===== src/rtl/ycc422_mux.sv =====
module ycc422_mux #(
  parameter int W = 10
) (
  input  logic         clk,
  input  logic         rst_n,
  input  logic         dec_en,
  input  logic         mux_en,
  input  logic         csel,
  input  logic [W-1:0] y_i,
  input  logic [W-1:0] cb_i,
  input  logic [W-1:0] cr_i,
  input  logic         hblank_i,
  input  logic         vblank_i,
  input  logic         field_i,
  output logic [W-1:0] y_o,
  output logic [W-1:0] u_o,
  output logic [W-1:0] v_o,
  output logic [W-1:0] ser_o
);
  localparam int DEPTH = 4;
  localparam logic [W-1:0] ZERO  = '0;
  localparam logic [W-1:0] ONES  = '1;
  localparam logic [W-1:0] UNIT  = 1;
  localparam logic [W-1:0] LO    = UNIT << (W - 8);
  localparam logic [W-1:0] HI    = ONES - LO;
  localparam logic [W-1:0] BLK_C = UNIT << (W - 1);
  localparam logic [W-1:0] BLK_Y = UNIT << (W - 4);

  typedef struct packed {
    logic         hb;
    logic         vb;
    logic         f;
    logic         fb;
    logic         par;
    logic [W-1:0] y;
    logic [W-1:0] cb;
    logic [W-1:0] cr;
  } px_t;

  localparam px_t IDLE = '{hb: 1'b1, vb: 1'b1, f: 1'b0, fb: 1'b0, par: 1'b0,
                           y: '0, cb: '0, cr: '0};

  function automatic logic [W-1:0] clip(input logic [W-1:0] v);
    clip = (v < LO) ? LO : ((v > HI) ? HI : v);
  endfunction

  logic         ph, hb_q, par_q;
  px_t          st [DEPTH];
  px_t          in_p, far, nx, cur, pv;
  logic [W-1:0] ck, xy, word, yn, un, vn;
  logic         eav1, eav2, sav1, sav2;

  wire ser_on = dec_en & mux_en;

  assign in_p = '{hb: hblank_i, vb: vblank_i, f: field_i,
                  fb: hblank_i & ~hb_q, par: ~hblank_i & par_q,
                  y: y_i, cb: cb_i, cr: cr_i};

  assign far = st[0];
  assign nx  = st[1];
  assign cur = st[2];
  assign pv  = st[3];

  assign ck = cur.par ? (csel ? cur.cr : pv.cr)
                      : (csel ? nx.cb  : cur.cb);

  assign eav1 = cur.fb;
  assign eav2 = cur.hb & pv.fb;
  assign sav1 = cur.hb & nx.hb & ~far.hb;
  assign sav2 = cur.hb & ~nx.hb;

  assign xy = {1'b1, cur.f, cur.vb, eav2,
               cur.vb ^ eav2, cur.f ^ eav2, cur.f ^ cur.vb, cur.f ^ cur.vb ^ eav2,
               {(W-8){1'b0}}};

  always_comb begin
    if (!ser_on)                 word = ZERO;
    else if (eav1 || sav1)       word = ph ? ZERO : ONES;
    else if (eav2 || sav2)       word = ph ? xy : ZERO;
    else if (cur.hb || cur.vb)   word = ph ? BLK_Y : BLK_C;
    else                         word = ph ? clip(cur.y) : clip(ck);
  end

  always_comb begin
    if (!dec_en) begin
      yn = cur.y;  un = cur.cb; vn = cur.cr;
    end else if (cur.hb) begin
      yn = BLK_Y;  un = BLK_C;  vn = ZERO;
    end else begin
      yn = cur.y;  un = ck;     vn = ZERO;
    end
  end

  always_ff @(posedge clk) begin
    if (!rst_n) begin
      ph    <= 1'b0;
      hb_q  <= 1'b1;
      par_q <= 1'b0;
      for (int i = 0; i < DEPTH; i++) st[i] <= IDLE;
      y_o   <= '0;
      u_o   <= '0;
      v_o   <= '0;
      ser_o <= '0;
    end else begin
      ph    <= ~ph;
      ser_o <= word;
      if (ph) begin
        hb_q  <= hblank_i;
        par_q <= ~hblank_i & ~par_q;
        st[0] <= in_p;
        for (int i = 1; i < DEPTH; i++) st[i] <= st[i-1];
        y_o <= yn;
        u_o <= un;
        v_o <= vn;
      end
    end
  end
endmodule



===== config.mk =====
export PLATFORM = sky130hd
export DESIGN_NAME = ycc422_mux
export DESIGN_NICKNAME = d
export VERILOG_FILES = /design/src/rtl/ycc422_mux.sv
export SDC_FILE = /design/constraint.sdc
export NUM_CORES = 1
export LEC_CHECK = 0
export BUFFER_PORTS_ARGS = -buffer_cell sky130_fd_sc_hd__buf_2
export CORE_MARGIN = 2
export CORE_UTILIZATION = 58
export DETAILED_ROUTE_END_ITERATION = 10
export PLACE_DENSITY = 0.92
export SETUP_SLACK_MARGIN = 0.4
export SKIP_CTS_REPAIR_TIMING = 1
export SLEW_MARGIN = 25
export SYNTH_ARGS = -nofsm -noshare
export SYNTH_HDL_FRONTEND = slang
export SYNTH_SLANG_ARGS = --single-unit

===== constraint.sdc =====
create_clock -name clk -period 3.8 [get_ports clk]
set_input_delay 0.57 -clock clk [delete_from_list [all_inputs] [get_ports clk]]
set_output_delay 0.57 -clock clk [all_outputs]
set_load 0.02 [all_outputs]

# After elaboration in Yosys (flattened, before gate mapping)
# Memories as Yosys holds them, arrays and structs flattened.
# Cells that the tools add are included.
# Widths: inputs -> output; s select.
[totals] word_cells=65 out_inout_bits=40 ram_bits=140 regBits=43 in_bits=38 n_memories=1
[memory_table] memory="st" words=4 word_bits=35 rd=4 rd_ports_with_merged_regs=0 write_ports=4 line_no="48" rtl="px_t st [DEPTH];"
[op_classes] muxes=27 reduce_logical=4 n_bitwise=22 order_cmp=4
[ops] op="$mux 10" count=19
[ops] op="$mux 35" count=4
[ops] op="$gt 10x10->1 const B" count=2
[ops] op="$lt 10x3->1 const B" count=2
[ops] op="$and 1x1->1" count=8
[ops] op="$not 1->1" count=6
[ops] op="$mux 1" count=4
[ops] op="$or 1x1->1" count=4
[ops] op="$xor 1x1->1" count=4
[ops] op="$logic_or 1x1->1" count=3
[ops] op="$reduce_and 2->1" count=1

# Longest topological paths before layout
# Gate-level depths: netlist of run 1.
# An unclocked memory read counts as a cell.
[depth] depth_word=10 mapped_depth=6 depth_no_buf=5

# Worst setup path after synthesis of run 1
# No wires, ideal clock.
[synth_path] kind="input-to-reg" from="in rst_n" to="mem st[0][0] (netlist name), enable pin" n_path_buf=0 setup_time_ns=0.470 path_slack_ns=0.335 t_required_ns=3.330 arrival_time_ns=2.995 stages=2 cell_sequence="nor2b_1 inv_1"
[synth_lines] item="start: declaration" line_no="5" rtl="input logic rst_n,"
[synth_lines] item="end: declaration" line_no="48"

==> flow_summary.yaml, run 1 <==
worst_setup_path:
  r2r_slack_ns: 1.46
  r2r_cells: 4
  timing.rr.end: "v_o[0]"
  timing.rr.start: "ph"
  worstSetupPathType: "reg -> reg"
  cp.arrival_ns: 2.80
  crit_path_end_kind: "flop"
  cp_max_fo: 21
  setup.worst_path.start_class: "flop"
  crit_required_ns: 4.26
drt:
  highest_layer: "met4"
  wl_met1_mm: 5.30
  vias: 4207
  route.detailed.drc: 0
  drtIter0Drc: 337
  avgViaCountPerCell: 5.98
  drt_pass1_iterations: 5
  met3_wirelength_um: 914
  drt-total-wl_mm: 12.6
  drtAntennaViolNets: 0
  wl_per_cell_um: 17.8
  met2WireLength_mm: 6.05
synth:
  async_reset_ff_share_pct: 0
  netlist_instances: 487
  synth_xor_area_share_pct: 0.546
  netlist.area_leader.share_pct: 54.3
  synth_edf_count: 116
  ys_warn_count: 0
  syn_area_um2: 6410
  synthFlopType: "edfxtp_1"
  ys_seq_area_share_pct: 67.7
  synth_area_per_cell_um2: 13.2
  netlist_top_cells_area: "edfxtp_1 (54%), dfxtp_1 (13%), and3_1 (11%)"
  syn-num-nets: 525
  synth-simple-area-share_pct: 18.5
  synth_top_family_by_area: "simple AND/OR/NAND/NOR gates"
  synth_cell_types: 41
  synth_compound_area_share_pct: 6.90
  synth-seq-cells: 159
  synthMuxAreaShare_pct: 3.63
  synthAdderAreaFrac_pct: 0
  yosys.area.top_type: "edfxtp_1"
hold_path:
  min_path_cells: 2
  hold_class: "in -> reg"
  hold_end: "st[0][33]"
  hp-start: "vblank_i"
placed_design:
  gp_congestion: 0.934
  pre_cts_slack_ns: 1.38
  dp_hpwl_mm: 7.97
  place_area_um2: 6880
  port-buffer-count: 77
floorplan:
  die_w_um: 109
  start_util_pct: 59.4
  chipHeight_um: 109
  coreArea_um2: 10800
  io_pins: 78
  die_area_um2: 11900
  num_rows: 38
timing:
  finalSetupViolations: 0
  skew_ns: 0.00539
  rsz0062_at_grt: "false"
  finalSetupTns_ns: 0
  relSlewSlack_pct: 44.2
  setup_slack_ns: 1.46
  slew_violations: 0
  finalCritPeriodShare_pct: 61.6
  tightest_slew_ns: 0.837
  min_period_ns: 2.34
  fmax_mhz: 427
  hold_viol: 0
global_routing:
  grt_pass1_vias: 3950
  overflow: 0
  grt_max_degree: 118
  antenna_found_initial: 0
  grtUsageTotal_pct: 22.5
  grt_pass1_wl_mm: 19.9
layout:
  final_common_cell: "edfxtp_1"
  final_area_um2: 7460
  final_cell_mix: "edfxtp_1 (116), and3_1 (110), buf_2 (77)"
  diodes: 0
  drive_gt1_share_pct: 22.3
  multiInputGateArea_um2: 1900
  fill_cells: 734
  fin_nets: 589
  area_growth_syn_to_layout_pct: 16.2
  ff_latch_area_um2: 4350
  utilization_pct: 69.1
power_and_ir_drop:
  clkPwrFrac_pct: 41.9
  sw_frac_of_total_pct: 21.4
  p_switching_mw: 0.843
  power_frac_seq_pct: 51.5
  vdd.ir_drop.worst_mv: 0.363
  comb_power_share_pct: 6.6
  powerDensity_nw_per_um2: 528
  total_leakage_power_nw: 3.27
  power.internal_mw: 3.09
job:
  max-cap-violations: 0
clock_network:
  root_buffer: "clkbuf_8"
  cts.sinks: 159
  htreeDepth: 4
  clk_latency_ns: 0.53
  cts_tree: "built"
  cts_buffer_depth: 2
  clk_pin_slew_ns: 0.06
  cts_made_buffers: 17
run_status:
  status: "finished clean"
==> synthesized netlist by cell type, types with 8 or more instances <==
cell      instances
mux4_2            8
edfxtp_1        116
and3_1          110
nor2b_1          21
nor2_1           15
a22oi_1          10
dfxtp_1          43
a221oi_1          8
nand2_1          34
clkbuf_1         33
a21oi_1          13
o21ai_0          18
a22o_1            9
==> how the worst max path moves through the flow <==
stage | startpoint | end | depth (start not counted)
floorplan | rst_n | st[0][0] | 2
global placement | csel | ser_o[0] | 6
detailed placement | csel | ser_o[0] | 6
CTS | ph | v_o[0] | 4
global route | ph | v_o[1] | 4
finish | ph | v_o[0] | 4
==> power groups by stage <==
stage	clock [mW]	sequential [mW]	combinational, mW
2_1_floorplan	0	2.05	0.178
3_3_place_gp	0	2.05	0.246
3_5_place_dp	0	2.06	0.259
4_1_cts	1.67	2.02	0.261
5_1_grt	1.74	2.03	0.288
6_report	1.65	2.03	0.261
==> cell families (layout without fill, tap and decap cells) <==
kind of cell	Yosys count	after routing
compound gates	66	66
xor+xnor	4	4
buf+inv	43	120
flops	159	159
mux	10	10
simple gates	205	205
==> flip-flops by register name, summed over array words and instances (netlist names) <==
name   count
st       116
ser_o     10
u_o       10
v_o       10
y_o       10
hb_q       1
par_q      1
ph         1
==> metrics by stage <==
step | instances | total power [mW] | hold WS [ns]
2_1_floorplan | 487 | 2.23 | 0.442
3_5_place_dp | 672 | 2.32 | 0.439
4_1_cts | 704 | 3.95 | 0.287
6_report | 704 | 3.93 | 0.306
5_1_grt | 704 | 4.06 | 0.290
3_3_place_gp | 672 | 2.30 | 0.434
==> layout make-up <==
cell class                 instances  share of cell area, %
clock buffer                      26                   6.69
clock inverter                     6                   1.07
inverter                           7                  0.403
multi-input combinational        285                   25.5
sequential                       159                   58.3
tap                              140                   2.35
timing repair buffer              81                   5.74
==> worst max-delay path, stage by stage, from the launching register on <==
cell,delay [ns]
dfxtp_2,0.55
clkinv_1,0.58
nor2_1,0.81
a22oi_1,0.17
nor2b_1,0.17
==> routing by layer <==
layer,track usage (%),up-vias
li1,-,1962
met1,30.4,2013
met2,34.3,203
met3,5.74,29
met4,10.6,0
met5,0,-
No activity file was read; power rests on OpenSTA's default activity.
==> inputs of run 2 (changes only) <==
Settings changed: ABC_AREA set to 1, CORE_UTILIZATION 58 to 52, PLACE_DENSITY 0.92 to 0.87.
Clock period 3.8 ns to 1.9 ns, I/O delays scaled along.
==> run 2 against run 1 <==
  * Worst hold slack worse by 0.19 ns
  * Sequential share of layout area shrank 4.3 points
  * Clock-buffer cell count down 9
  * Largest cell class unchanged
  * Highest routed layer unchanged
==> flow_summary.yaml, run 2 <==
run_status:
  status: "finished clean"
global_routing:
  grtUsageTotal_pct: 20.3
  antenna_found_initial: 1
  grt_max_degree: 98
  grt_pass1_vias: 4299
  grt_pass1_wl_mm: 20.7
  overflow: 0
layout:
  regMostFlops: "st"
  final_common_cell: "inv_1"
  final_cells: 960
  final_area_um2: 8050
  drive_gt1_share_pct: 22.0
  largest_reg_flops: 116
  final_cell_mix: "inv_1 (146), nor2_1 (124), edfxtp_1 (116)"
  area_growth_syn_to_layout_pct: 21.1
  utilization_pct: 64.1
  fin_nets: 813
  diodes: 0
timing:
  fmax_mhz: 613
  finalSetupViolations: 0
  slew_violations: 0
  finalCritPeriodShare_pct: 85.8
  setup_slack_ns: 0.270
  hold_viol: 0
  relSlewSlack_pct: 67.0
  hold_ws_ns: 0.120
  rsz0062_at_grt: "true"
  min_period_ns: 1.63
  tightest_slew_ns: 0.495
  skew_ns: 0.00913
  finalSetupTns_ns: 0
power_and_ir_drop:
  total_leakage_power_nw: 3.62
  power.total_mw: 7.96
  vdd.ir_drop.worst_mv: 0.659
  powerDensity_nw_per_um2: 988
drt:
  drtIter0Drc: 432
  drt-total-wl_mm: 13.4
  drt_pass1_iterations: 5
  route.detailed.drc: 0
  avgViaCountPerCell: 4.89
  wl_per_cell_um: 13.9
  drtAntennaViolNets: 0
  vias: 4693
worst_setup_path:
  crit_required_ns: 2.26
  r2r_cells: 12
  cp.arrival_ns: 1.99
  crit_path_end_kind: "flop"
  critPathMaxStageDelay_ns: 0.44
  crit_top_cell: "nand2_1"
  timing.rr.start: "st[0][100]"
  crit_chain: "buf_6 > clkinvlp_4 > nand3_2 > nand2_2 > nand2_1 > nor2_1 > nand2_1 > nand2_1 > nand2_1 > nand2_1 > nand2_1 > a21oi_1"
  setup.worst_path.start_class: "flop"
  timing.rr.end: "ser_o[1]"
  r2r_slack_ns: 0.27
  worstSetupPathType: "reg -> reg"
  cp_max_fo: 4
  slowest_stage: "edfxtp_1"
synth:
  yosys.area.top_type: "edfxtp_1"
  netlist_top_cells_area: "edfxtp_1 (52%), dfxtp_1 (13%), inv_1 (8.5%)"
  syn_area_um2: 6650
  synth-simple-area-share_pct: 15.1
  synthAdderAreaFrac_pct: 0
  yosysMostFrequentCell: "inv_1"
  ys_seq_area_share_pct: 65.3
  synth_common_cells: "inv_1 (150), nor2_1 (127), edfxtp_1 (116), nand2_1 (95), dfxtp_1 (43)"
  netlist.area_leader.share_pct: 52.4
  synth_compound_area_share_pct: 8.07
  syn-num-nets: 716
  synthMuxAreaShare_pct: 0
  synthFlopType: "edfxtp_1"
  synth-seq-cells: 159
  synth_edf_count: 116
  synth_xor_area_share_pct: 0.527
  netlist_instances: 678
  async_reset_ff_share_pct: 0
  ys_warn_count: 0
  synth_area_per_cell_um2: 9.80
  synth_top_family_by_area: "simple AND/OR/NAND/NOR gates"
  synth_cell_types: 30
floorplan:
  num_rows: 41
  io_pins: 78
  start_util_pct: 52.9
  coreArea_um2: 12600
  die_area_um2: 13700
  chipHeight_um: 117
  die_w_um: 117
clock_network:
  cts_tree: "built"
  cts_made_buffers: 17
  cts_buffer_depth: 2
  clk_pin_slew_ns: 0.07
  htreeDepth: 4
  cts.sinks: 159
  root_buffer: "clkbuf_16"
  clk_latency_ns: 0.43
placed_design:
  port-buffer-count: 77
  gp_congestion: 0.942
  place_area_um2: 7250
  dp.cells: 909
  pre_cts_slack_ns: 0.230
  dp_hpwl_mm: 8.47
hold_path:
  hp-start: "vblank_i"
  hold_end: "st[0][33]"
  hold_class: "in -> reg"
  min_path_cells: 2
job:
  max-cap-violations: 0
## run 2: changes by cell type after synthesis, sizes merged, moves of 8 or more
| cell | delta |
|---|---|
| nor2b | -21 |
| clkbuf | -13 |
| a32o | +9 |
| o31ai | +10 |
| nand3 | +15 |
| nand2 | +64 |
| a221oi | -8 |
| a22oi | -9 |
| mux4 | -10 |
| and3 | -110 |
| nor2 | +112 |
| inv | +148 |
## run 2: worst max path at each step
stage	from	to	slack, ns	cells after the start
final	st[0][100]	ser_o[1]	0.27	12
after global routing	st[0][100]	ser_o[1]	0.16	11
after CTS	st[0][104]	ser_o[4]	0.34	6
after detailed placement	csel	ser_o[1]	0.23	13
after global placement	csel	ser_o[0]	0.32	13
after floorplan	ph	st[0][0]	-0.78	3
## run 2: logic make-up after synthesis
| logic type | count (synthesis) |
|---|---|
| flops | 159 |
| simple gates | 252 |
| xor+xnor | 4 |
| compound gates | 80 |
| buf+inv | 183 |
## run 2: report_power, final
part,internal [mW],switching [mW]
logic,0.231,0.455
clock network,1.74,1.52
registers,3.93,0.0794
## run 2: routing by layer
metal  vias to the layer above  part of all wire [%]  global-route usage, %
met3                        38                   6.7                   5.51
met2                       204                    48                   31.5
li1                       2347                     -                      -
met5                         -                     0                      0
met4                         0                   3.0                   9.88
met1                      2104                    42                   26.5
## run 2: final cells by class
| type | instances | area (µm²) |
|---|---|---|
| Fill cell | 938 | 4520 |
| Sequential cell | 159 | 4350 |
| Multi-Input combinational cell | 336 | 1660 |
| Timing Repair Buffer | 105 | 661 |
| Inverter | 155 | 598 |
| Clock buffer | 17 | 425 |
| Tap cell | 172 | 215 |
| Clock inverter | 15 | 143 |
| Timing Repair inverter | 1 | 7.51 |
## run 2: critical path: cells and delay by family, from the launching register on
family,cells,cell delay [ns]
buffers and inverters,2,0.26
flip-flops,1,0.44
AO/OA/AOI/OAI,1,0.14
AND/OR/NAND/NOR,9,0.71
